--- src/rtl/cdsplit_pkg.sv ---
package cdsplit_pkg;
  localparam int WIN_W = 4;

  typedef enum logic [1:0] {
    SEG_ROOT  = 2'd0,
    SEG_DATA  = 2'd1,
    SEG_STACK = 2'd2,
    SEG_XWIN  = 2'd3
  } seg_t;

  typedef struct packed {
    logic             win_en;
    logic             bank_en;
    logic             a16_en;
    logic [WIN_W-1:0] win_tag;
  } cfg_t;

  function automatic logic seg_eligible(input logic [1:0] seg);
    return (seg == SEG_ROOT) || (seg == SEG_DATA);
  endfunction
endpackage

--- src/rtl/cdsplit_cfg.sv ---
module cdsplit_cfg
  import cdsplit_pkg::*;
#(
  parameter int ADDR_W = 2,
  parameter int DATA_W = WIN_W
) (
  input  logic              clk,
  input  logic              rst_n,
  input  logic              we,
  input  logic [ADDR_W-1:0] addr,
  input  logic [DATA_W-1:0] wdata,
  output cfg_t              cfg_q
);
  localparam logic [ADDR_W-1:0] CTRL_SEL = '0;
  localparam logic [ADDR_W-1:0] WIN_SEL  = ADDR_W'(1);

  logic ctrl_hit, win_hit;
  assign ctrl_hit = we && (addr == CTRL_SEL);
  assign win_hit  = we && (addr == WIN_SEL);

  always_ff @(posedge clk or negedge rst_n) begin
    if (!rst_n) begin
      cfg_q <= '0;
    end else begin
      if (ctrl_hit) begin
        cfg_q.a16_en  <= wdata[0];
        cfg_q.bank_en <= wdata[1];
        cfg_q.win_en  <= wdata[2];
      end
      if (win_hit) begin
        cfg_q.win_tag <= wdata[WIN_W-1:0];
      end
    end
  end
endmodule

--- src/rtl/cdsplit_window.sv ---
module cdsplit_window
  import cdsplit_pkg::*;
(
  input  cfg_t             cfg,
  input  logic [1:0]       seg,
  input  logic             is_fetch,
  input  logic [WIN_W-1:0] laddr_hi,
  output logic             eff_fetch,
  output logic             flip_ok
);
  logic in_window;

  always_comb begin
    in_window = cfg.win_en && !is_fetch && seg_eligible(seg) &&
                (laddr_hi == cfg.win_tag);
    eff_fetch = is_fetch || in_window;
    flip_ok   = seg_eligible(seg) && !eff_fetch;
  end
endmodule

--- src/rtl/cdsplit_flip.sv ---
module cdsplit_flip (
  input  logic en,
  input  logic flip_ok,
  input  logic bit_in,
  output logic bit_out
);
  assign bit_out = bit_in ^ (en && flip_ok);
endmodule

--- src/rtl/cdsplit_remap.sv ---
module cdsplit_remap
  import cdsplit_pkg::*;
#(
  parameter int PADDR_W = 20,
  parameter int BANK_W  = 2,
  parameter int A_BIT   = 16,
  parameter int CADDR_W = 2
) (
  input  logic               clk,
  input  logic               rst_n,
  input  logic               cfg_we,
  input  logic [CADDR_W-1:0] cfg_addr,
  input  logic [WIN_W-1:0]   cfg_wdata,
  input  logic [PADDR_W-1:0] cyc_paddr,
  input  logic [BANK_W-1:0]  cyc_bank,
  input  logic [1:0]         cyc_seg,
  input  logic               cyc_is_fetch,
  input  logic [WIN_W-1:0]   cyc_laddr_hi,
  output logic [PADDR_W-1:0] out_paddr,
  output logic [BANK_W-1:0]  out_bank,
  output logic               out_as_fetch
);
  localparam int BMSB  = BANK_W - 1;
  localparam int LANES = 2;

  cfg_t cfg_q;
  logic flip_ok;
  logic [LANES-1:0] lane_en, lane_in, lane_out;

  cdsplit_cfg #(.ADDR_W(CADDR_W), .DATA_W(WIN_W)) u_cfg (
    .clk   (clk),
    .rst_n (rst_n),
    .we    (cfg_we),
    .addr  (cfg_addr),
    .wdata (cfg_wdata),
    .cfg_q (cfg_q)
  );

  cdsplit_window u_win (
    .cfg       (cfg_q),
    .seg       (cyc_seg),
    .is_fetch  (cyc_is_fetch),
    .laddr_hi  (cyc_laddr_hi),
    .eff_fetch (out_as_fetch),
    .flip_ok   (flip_ok)
  );

  // lane 0: physical address bit; lane 1: bank-select MSB
  assign lane_en = {cfg_q.bank_en, cfg_q.a16_en};
  assign lane_in = {cyc_bank[BMSB], cyc_paddr[A_BIT]};

  for (genvar g = 0; g < LANES; g++) begin : g_lane
    cdsplit_flip u_flip (
      .en      (lane_en[g]),
      .flip_ok (flip_ok),
      .bit_in  (lane_in[g]),
      .bit_out (lane_out[g])
    );
  end

  always_comb begin
    out_paddr        = cyc_paddr;
    out_paddr[A_BIT] = lane_out[0];
    out_bank         = cyc_bank;
    out_bank[BMSB]   = lane_out[1];
  end
endmodule

--- config.mk ---
export PLATFORM = sky130hd
export DESIGN_NAME = cdsplit_remap
export DESIGN_NICKNAME = d
export VERILOG_FILES = /design/src/rtl/cdsplit_pkg.sv /design/src/rtl/cdsplit_cfg.sv /design/src/rtl/cdsplit_window.sv /design/src/rtl/cdsplit_flip.sv /design/src/rtl/cdsplit_remap.sv
export SDC_FILE = /design/constraint.sdc
export NUM_CORES = 1
export LEC_CHECK = 0
export ABC_AREA = 1
export BUFFER_PORTS_ARGS = -buffer_cell sky130_fd_sc_hd__buf_4
export CAP_MARGIN = 10
export CORE_MARGIN = 2
export CORE_UTILIZATION = 31
export DETAILED_ROUTE_END_ITERATION = 10
export GPL_TIMING_DRIVEN = 1
export PLACE_DENSITY = 0.76
export SLEW_MARGIN = 20
export SYNTH_ARGS = -nofsm -noshare
export SYNTH_HDL_FRONTEND = slang
export SYNTH_SLANG_ARGS = --single-unit
--- constraint.sdc ---
create_clock -name clk -period 1 [get_ports clk]
set_input_delay 0.1 -clock clk [delete_from_list [all_inputs] [get_ports clk]]
set_output_delay 0.1 -clock clk [all_outputs]
set_load 0.02 [all_outputs]
==> After elaboration in Yosys (flattened, before gate mapping) <==
Cells that the tools add are included.
{ "word_totals": {"register_bits": 7, "inputBits": 38, "output_inout_bits": 23} }
{ "classes": {"eq_ne": 3, "reduce_logical": 14, "bitwise": 2} }
{ "ops": {"columns": ["cell", "n"], "rows": [
  ["$logic_and A1 B1 Y1", 8],
  ["$eq A2 B1 Y1 const B", 2],
  ["$eq A4 B4 Y1", 1],
  ["$logic_not A2 Y1", 2],
  ["$logic_not A1 Y1", 2],
  ["$logic_or A1 B1 Y1", 2],
  ["$xor A1 B1 Y1", 2]
]} }

==> Logic depth before layout (Yosys ltp) <==
Gate-level depths: netlist of the first run.
{ "depth": {"depth_word": 9, "ltp_mapped": 10, "depth_no_buf": 9} }

==> Cells and area by module <==
From an unflattened synthesis of the first run, not the netlist that was laid out.
{ "unflattened": {"hier_cells": 89, "area_unflattened_um2": 588.1} }
{ "modules_own_cells": {"columns": ["mod", "cells_per_inst", "area_each_um2", "instances", "seq_area_each_um2"], "rows": [
  ["cdsplit_cfg", 33, 294.0, 1, 175.2],
  ["cdsplit_remap", 20, 150.1, 1, 0.0],
  ["cdsplit_window", 26, 103.8, 1, 0.0],
  ["cdsplit_flip", 5, 20.0, 2, 0.0]
]} }

==> Worst setup path after synthesis of the first run <==
OpenSTA, ideal clock, no wires.
{ "synth_timing": {"path_type": "register to output", "start": "register, netlist name u_cfg.cfg_q[1]", "end": "output port out_bank[1]", "path_buffers": 1, "arrival_ps": 1103, "required_ps": 900, "path_slack_ps": -203, "stages_incl_launch_ff": 10, "cell_sequence": "dfrtp_1 -> nand2_1 -> nand2_1 -> nor2_1 -> nand3_2 -> nand2_2 -> nor2_2 -> nand3_1 -> nand2_1 -> buf_4"} }
{ "synth_between": {"elab_chain_len": 7} }
{ "synth_rtl": {"columns": ["element", "line", "source"], "rows": [
  ["$eq A4 B4 Y1", "cdsplit_window.sv:15", "(laddr_hi == cfg.win_tag);"],
  ["$logic_and A1 B1 Y1", "cdsplit_window.sv:14", "in_window = cfg.win_en && !is_fetch && seg_eligible(seg) &&"],
  ["$logic_or A1 B1 Y1", "cdsplit_window.sv:16", "eff_fetch = is_fetch || in_window;"],
  ["net out_as_fetch", "cdsplit_remap.sv:21", "output logic out_as_fetch"],
  ["$logic_not A1 Y1", "cdsplit_window.sv:17", "flip_ok = seg_eligible(seg) && !eff_fetch;"],
  ["$logic_and A1 B1 Y1", "cdsplit_window.sv:17", null],
  ["$logic_and A1 B1 Y1", "cdsplit_flip.sv:7", "assign bit_out = bit_in ^ (en && flip_ok);"],
  ["$xor A1 B1 Y1", "cdsplit_flip.sv:7", null],
  ["end, declared", "cdsplit_remap.sv:20", "output logic [BANK_W-1:0] out_bank,"]
]} }
The timed path passes the listed nets, and every way through them passes these cells.

==> Worst setup path in the final report of the first run <==
{ "layout_timing": {"start": "register, netlist name u_cfg.cfg_q[1]", "end": "output port out_bank[1]"} }
{ "layout_between": {"elab_chain_len": 7} }
{ "layout_rtl": {"columns": ["element", "line"], "rows": [
  ["$eq A4 B4 Y1", "cdsplit_window.sv:15"],
  ["$logic_and A1 B1 Y1", "cdsplit_window.sv:14"],
  ["$logic_or A1 B1 Y1", "cdsplit_window.sv:16"],
  ["$logic_not A1 Y1", "cdsplit_window.sv:17"],
  ["$logic_and A1 B1 Y1", "cdsplit_window.sv:17"],
  ["$logic_and A1 B1 Y1", "cdsplit_flip.sv:7"],
  ["$xor A1 B1 Y1", "cdsplit_flip.sv:7"]
]} }
Every way passes these cells.

==> impl_metrics.ini, run 1 <==
[run_status]
outcome = finished with violations
violations = negative setup slack

[synthesis]
avgSynthCellArea_um2 = 6.874
yosysWarnings = 0
synth.distinct_cells = 13
synth_cells = 85
syn-cell-area_um2 = 584.3
seq_area_frac_synth = 0.2998
ys_ff_latch = 7
synth_nets = 123

[die]
pin_count = 61
coreArea_mm2 = 0.001745
std_cell_rows = 15
initial_core_util = 0.3348
die_width_um = 47.42
die_h_um = 47.42
die-area_mm2 = 0.002248

[critical_path]
cp-start-kind = register
r2r_start = u_cfg.cfg_q[0]
crit_fanout = 3
critPathArrivalTime_ns = 1.36
worstSetupPathType = reg2out
end_kind = output port
required_ns = 0.90
crit_path_start = u_cfg.cfg_q[1]

[cells_and_area]
largest_register_ffs = 7
nets = 134
largestRegisters = u_cfg.cfg_q (7)
largest-register = u_cfg.cfg_q
multiInputGateArea_um2 = 205.2
stdcell_count = 120
area.sequential_um2 = 175.2
drive_gt1_frac = 0.3579
antenna_cells = 0
final.fill_count = 198
area_growth_pct = 21.63

[sta]
fin_crit_ns = 1.462
final_hold_viol_count = 0
fmax_mhz = 683.9
setup_viol = 3
fin_skew_ns = 0
tightestPinTransition_ns = 0.2608
rsz0062_at_grt = yes
finalWorstSetupSlack_ns = -0.4623
hold_slack_ns = 0.09751
period_share = 1.462
relSlewSlack = 0.8256
drv_slew = 0

[detailed_routing]
vias_per_cell = 4.042
wl_mm = 1.042
drt-initial-drc-count = 10
drc = 0
wl_per_cell_um = 8.683
dr_total_vias = 485
ant_nets = 0
drtPass1Iterations = 4

[cts]
cts.clk_slew.worst_paths_ns = 0.05
clkLatencyLatePin_ns = 0.25
clockBufferDepth = 2
cts.sinks = 7
htreeDepth = 1
cts_buffers = 3
cts_tree = yes
cts-root-buf = clkbuf_4

[power]
p_clk_frac = 0.290
leakagePower_nw = 0.4045
pwr-share-seq = 0.403
power_density_mw_per_mm2 = 1268
peakVddDrop_v = 0.0004644
comb_power_share = 0.307
p_int_w = 0.0006417
switching_power_w = 0.0002598
sw_frac_of_total = 0.2882

[min_path]
hold_start = cfg_wdata[3]
hold_path_class = in2reg

[place]
port_buffers = 19
place_congestion = 0.7523
place_ws_ns = -0.2327
place_inst = 114
post-dp-hpwl_um = 871.2

[global_route]
grt_max_degree = 9
gr-usage-all-layers = 0.1104
grt_pass1_vias = 449
grt_overflow = 0
grt_pass1_wl_mm = 1.697
antenna_found_initial = 0

[job]
max_cap_violations = 0
## critical path, cell delays in order (launching register included)
cell,delay (ns)
dfrtp_1,0.39
nand2_1,0.07
nand2_1,0.05
nor2_1,0.11
nand3_2,0.13
nand2_4,0.09
nor2_4,0.03
nand3_1,0.05
nand2_1,0.06
buf_6,0.13
## cells by family (layout without fill, tap and decap cells)
kind of cell / count (synthesis) / count (layout) / synth area share
AO/OA/AOI/OAI: 7 / 7 / 0.05995
buffers and inverters: 35 / 45 / 0.3662
flip-flops: 7 / 7 / 0.2998
AND/OR/NAND/NOR: 36 / 36 / 0.2741
## timing repair
item | CTS | global route
endpoints found under the hold margin | 7 | 0
endpoints found under the setup margin | 3 | 3
buffers inserted | 0 | 1
hold buffers | 1 | 0
resized for setup | 3 | 1
cloned | 0 | 0
pin swaps | 4 | 2
## power groups by stage
stage / Sequential (W) / Combinational, W / Clock [W]
floorplan: 0.000357 / 0.000252 / 0
global placement: 0.000365 / 0.000252 / 0
detailed placement: 0.000369 / 0.000256 / 0
CTS: 0.000365 / 0.000269 / 0.000268
global route: 0.000371 / 0.000315 / 0.000286
finish: 0.000364 / 0.000277 / 0.000261
## final timing paths
kind | slack (ns) | depth (start not counted) | end
setup / recovery | -0.46 | 9 | out_bank[1]
hold / removal | 0.1 | 3 | u_cfg.cfg_q[3]
setup reg to reg | 0.07 | 4 | u_cfg.cfg_q[0]
hold reg to reg | 0.53 | 2 | u_cfg.cfg_q[5]
max in group asynchronous | 0.69 | 2 | u_cfg.cfg_q[2]
min in group asynchronous | 0.19 | 2 | u_cfg.cfg_q[1]
## per-layer routing
metal,wire length [µm],track usage
met4,32,0.08889
met2,476,0.1784
met5,0,0
met3,109,0.02642
met1,422,0.1230
## Yosys cell counts, drive strengths merged
cell	instances	area (µm²)
nand2	22	85.09
nor2	8	35.03
o21ai	6	30.03
inv	13	48.80
buf	22	165.2
nand3b	1	7.510
dfrtp	7	175.2
a21oi	1	5.000
nand4	2	12.51
nand3	3	20.02
## per-stage QoR
step	util	power, W	TNS (ns)	cell area, µm²
finish	0.4072	0.0009015	-1.320	710.7
global route	0.4072	0.0009708	-1.610	710.7
CTS	0.4000	0.0009015	-1.359	698.2
detailed placement	0.3728	0.0006249	-0.6206	650.6
floorplan	-	0.0006088	-0.3557	596.8
global placement	0.3728	0.0006166	-0.5451	650.6
## placed cells by master (no fill, tap or decap)
cell type	n
o21ai_0	6
a21oi_1	1
inv_1	13
nand2_1	21
nand3b_1	1
dfrtp_1	7
nand2_4	1
buf_6	3
nand4_1	2
nor2_4	1
clkbuf_4	3
nand3_2	1
dlygate4sd3_1	1
nor2_1	6
buf_4	24
clkbuf_1	1
nand3_1	2
nor2_2	1
## area by class of cell
| class | count | area share |
|---|---|---|
| multi-input combinational | 43 | 0.2887 |
| clock buffer | 4 | 0.03697 |
| timing repair buffer | 28 | 0.3151 |
| sequential | 7 | 0.2465 |
| inverter | 13 | 0.06866 |
| tap | 25 | 0.04401 |
Note: power is estimated with default switching activity, not from simulation.
==> run 2, diff against run 1 <==
--- a/config.mk
+++ b/config.mk
@@ -10,7 +10,9 @@
 export CAP_MARGIN = 10
 export CORE_MARGIN = 2
 export CORE_UTILIZATION = 31
+export CTS_BUF_LIST = sky130_fd_sc_hd__clkbuf_16
 export DETAILED_ROUTE_END_ITERATION = 10
+export GPL_ROUTABILITY_DRIVEN = 1
 export GPL_TIMING_DRIVEN = 1
 export PLACE_DENSITY = 0.76
 export SLEW_MARGIN = 20
==> run 2 against run 1 <==
  * The run still ends with negative setup slack left
  * Via count did not move
  * Global-route usage is 0.16 points higher
  * Utilization up 2.3 points
  * Cell count decreased by 0.83%
  * Maximum frequency increased by 2.3%
  * Register-to-register slack better by 0.10 ns
  * Total power increased by 44%
  * Sequential power about the same
  * Worst setup slack improved by 0.033 ns
  * Clock skew unchanged
  * Critical endpoint unchanged
  * Largest cell class unchanged
  * Largest power group is now the clock network
==> impl_metrics.ini, run 2 (synthesized netlist as in run 1, its figures left out) <==
[critical_path]
slowest_stage = dfrtp_1
crit_path_end = out_bank[1]
cp_common_cell = nand2_1
r2r_start = u_cfg.cfg_q[0]
worstPathCellList = inv_1, nand2_1, nand2_1, nor2_1, nand3_2, nand2_4, nor2_2, nand3_1, nand2_1, buf_6
r2r_setup_slack_ns = 0.17
crit_fanout = 3
slowest_delay_ns = 0.37
worstSetupPathType = reg2out
reg2reg_depth = 3
required_ns = 0.90
r2r-end = u_cfg.cfg_q[0]
crit_path_start = u_cfg.cfg_q[3]
end_kind = output port
cp-start-kind = register
critPathArrivalTime_ns = 1.33

[power]
sw_frac_of_total = 0.2263
p_int_w = 0.001002
peakVddDrop_v = 0.0008166
power_density_mw_per_mm2 = 1725
leakagePower_nw = 0.4256
p_clk_frac = 0.511
comb_power_share = 0.206
switching_power_w = 0.0002930
pwr-share-seq = 0.283

[sta]
drv_slew = 0
rsz0062_at_grt = yes
setup_viol = 3
fin_skew_ns = 0
finalWorstSetupSlack_ns = -0.4296
tns_ns = -1.204
relSlewSlack = 0.8047
fin_crit_ns = 1.430
period_share = 1.430
fmax_mhz = 699.5
final_hold_viol_count = 0
tightestPinTransition_ns = 0.2920

[run_status]
outcome = finished with violations
violations = negative setup slack

[cts]
cts.clk_slew.worst_paths_ns = 0.04
clkLatencyLatePin_ns = 0.23
cts_setup_buffers = 0
htreeDepth = 1
cts_buffers = 3
clockBufferDepth = 2
cts-root-buf = clkbuf_16
cts.sinks = 7
cts_tree = yes

[min_path]
hold_path_class = in2reg

[global_route]
grt_max_degree = 9
antenna_found_initial = 0
grt_pass1_wl_mm = 1.711
grt_overflow = 0
gr-usage-all-layers = 0.1121
grt_pass1_vias = 438

[die]
initial_core_util = 0.3348
die_h_um = 47.42
die-area_mm2 = 0.002248
std_cell_rows = 15
die_width_um = 47.42
pin_count = 61
coreArea_mm2 = 0.001745

[cells_and_area]
largestRegisters = u_cfg.cfg_q (7)
utilization = 0.4301
final_common_cell = buf_4
nets = 133
final.fill_count = 192
largest-register = u_cfg.cfg_q
largest_register_ffs = 7
area_growth_pct = 28.48
antenna_cells = 0
drive_gt1_frac = 0.3511
layout_common_cells = 23 x buf_4, 21 x nand2_1, 14 x inv_1
fin_area_um2 = 750.7

[place]
dpl-instance-area_um2 = 650.6
port_buffers = 19
post-dp-hpwl_um = 871.2
place_congestion = 0.7523

[detailed_routing]
wl_mm = 1.100
wl_per_cell_um = 9.244
drc = 0
ant_nets = 0
vias_per_cell = 4.076
dr_total_vias = 485
drt-initial-drc-count = 4
drtPass1Iterations = 4

[job]
max_cap_violations = 0
## run 2: power groups by stage
| stage | clock network [W] | registers, W | logic, W |
|---|---|---|---|
| detailed placement | 0 | 0.000369 | 0.000256 |
| CTS | 0.000674 | 0.000367 | 0.000272 |
| global placement | 0 | 0.000365 | 0.000252 |
| global route | 0.000696 | 0.000374 | 0.000304 |
| floorplan | 0 | 0.000357 | 0.000252 |
| finish | 0.000661 | 0.000366 | 0.000267 |
## run 2: per-stage QoR
step	std cells	total power, W	setup slack [ns]	hold slack, ns
2_1_floorplan	85	0.0006088	-0.1779	-0.1956
5_1_grt	119	0.001373	-0.5453	0.1637
6_report	119	0.001295	-0.4296	0.1272
3_5_place_dp	114	0.0006249	-0.2327	-0.08348
3_3_place_gp	114	0.0006166	-0.2093	-0.08416
4_1_cts	119	0.001312	-0.4437	0.1260
## run 2: per-layer routing
metal | track usage | wire length, µm | vias up
li1 | - | - | 252
met5 | 0 | 0 | -
met3 | 0.02642 | 111 | 0
met2 | 0.1811 | 553 | 20
met1 | 0.1326 | 436 | 213
met4 | 0.07222 | 0 | 0
## run 2: worst min-delay path by stage
stage,from,endpoint,cells after the start
after global placement,rst_n,u_cfg.cfg_q[3],1
after CTS,cfg_wdata[3],u_cfg.cfg_q[3],3
after floorplan,rst_n,u_cfg.cfg_q[0],0
after detailed placement,rst_n,u_cfg.cfg_q[3],1
final,cfg_wdata[3],u_cfg.cfg_q[3],3
after global routing,cfg_wdata[3],u_cfg.cfg_q[3],3
## run 2: critical path, delay by kind of cell (launching register included)
family	cells	cell delay [ns]
DFF	1	0.37
and+or+nand+nor	8	0.54
buffers and inverters	2	0.18
## run 2: cell type report
| cell class | instances | area [µm²] | share of cell area |
|---|---|---|---|
| clock inverters | 1 | 3.754 | 0.005000 |
| well taps | 25 | 31.28 | 0.04167 |
| flip-flops and latches | 7 | 175.2 | 0.2333 |
| repair buffers | 27 | 216.5 | 0.2883 |
| inverters | 13 | 48.80 | 0.06500 |
| multi-input cells | 43 | 200.2 | 0.2667 |
| clock buffers | 3 | 75.07 | 0.1000 |
## run 2: timing repair
item	CTS	global route
hold endpoints to repair	7	0
endpoints found under the setup margin	3	3
pin swaps	2	1
hold buffers	1	0
gates resized for setup	3	0
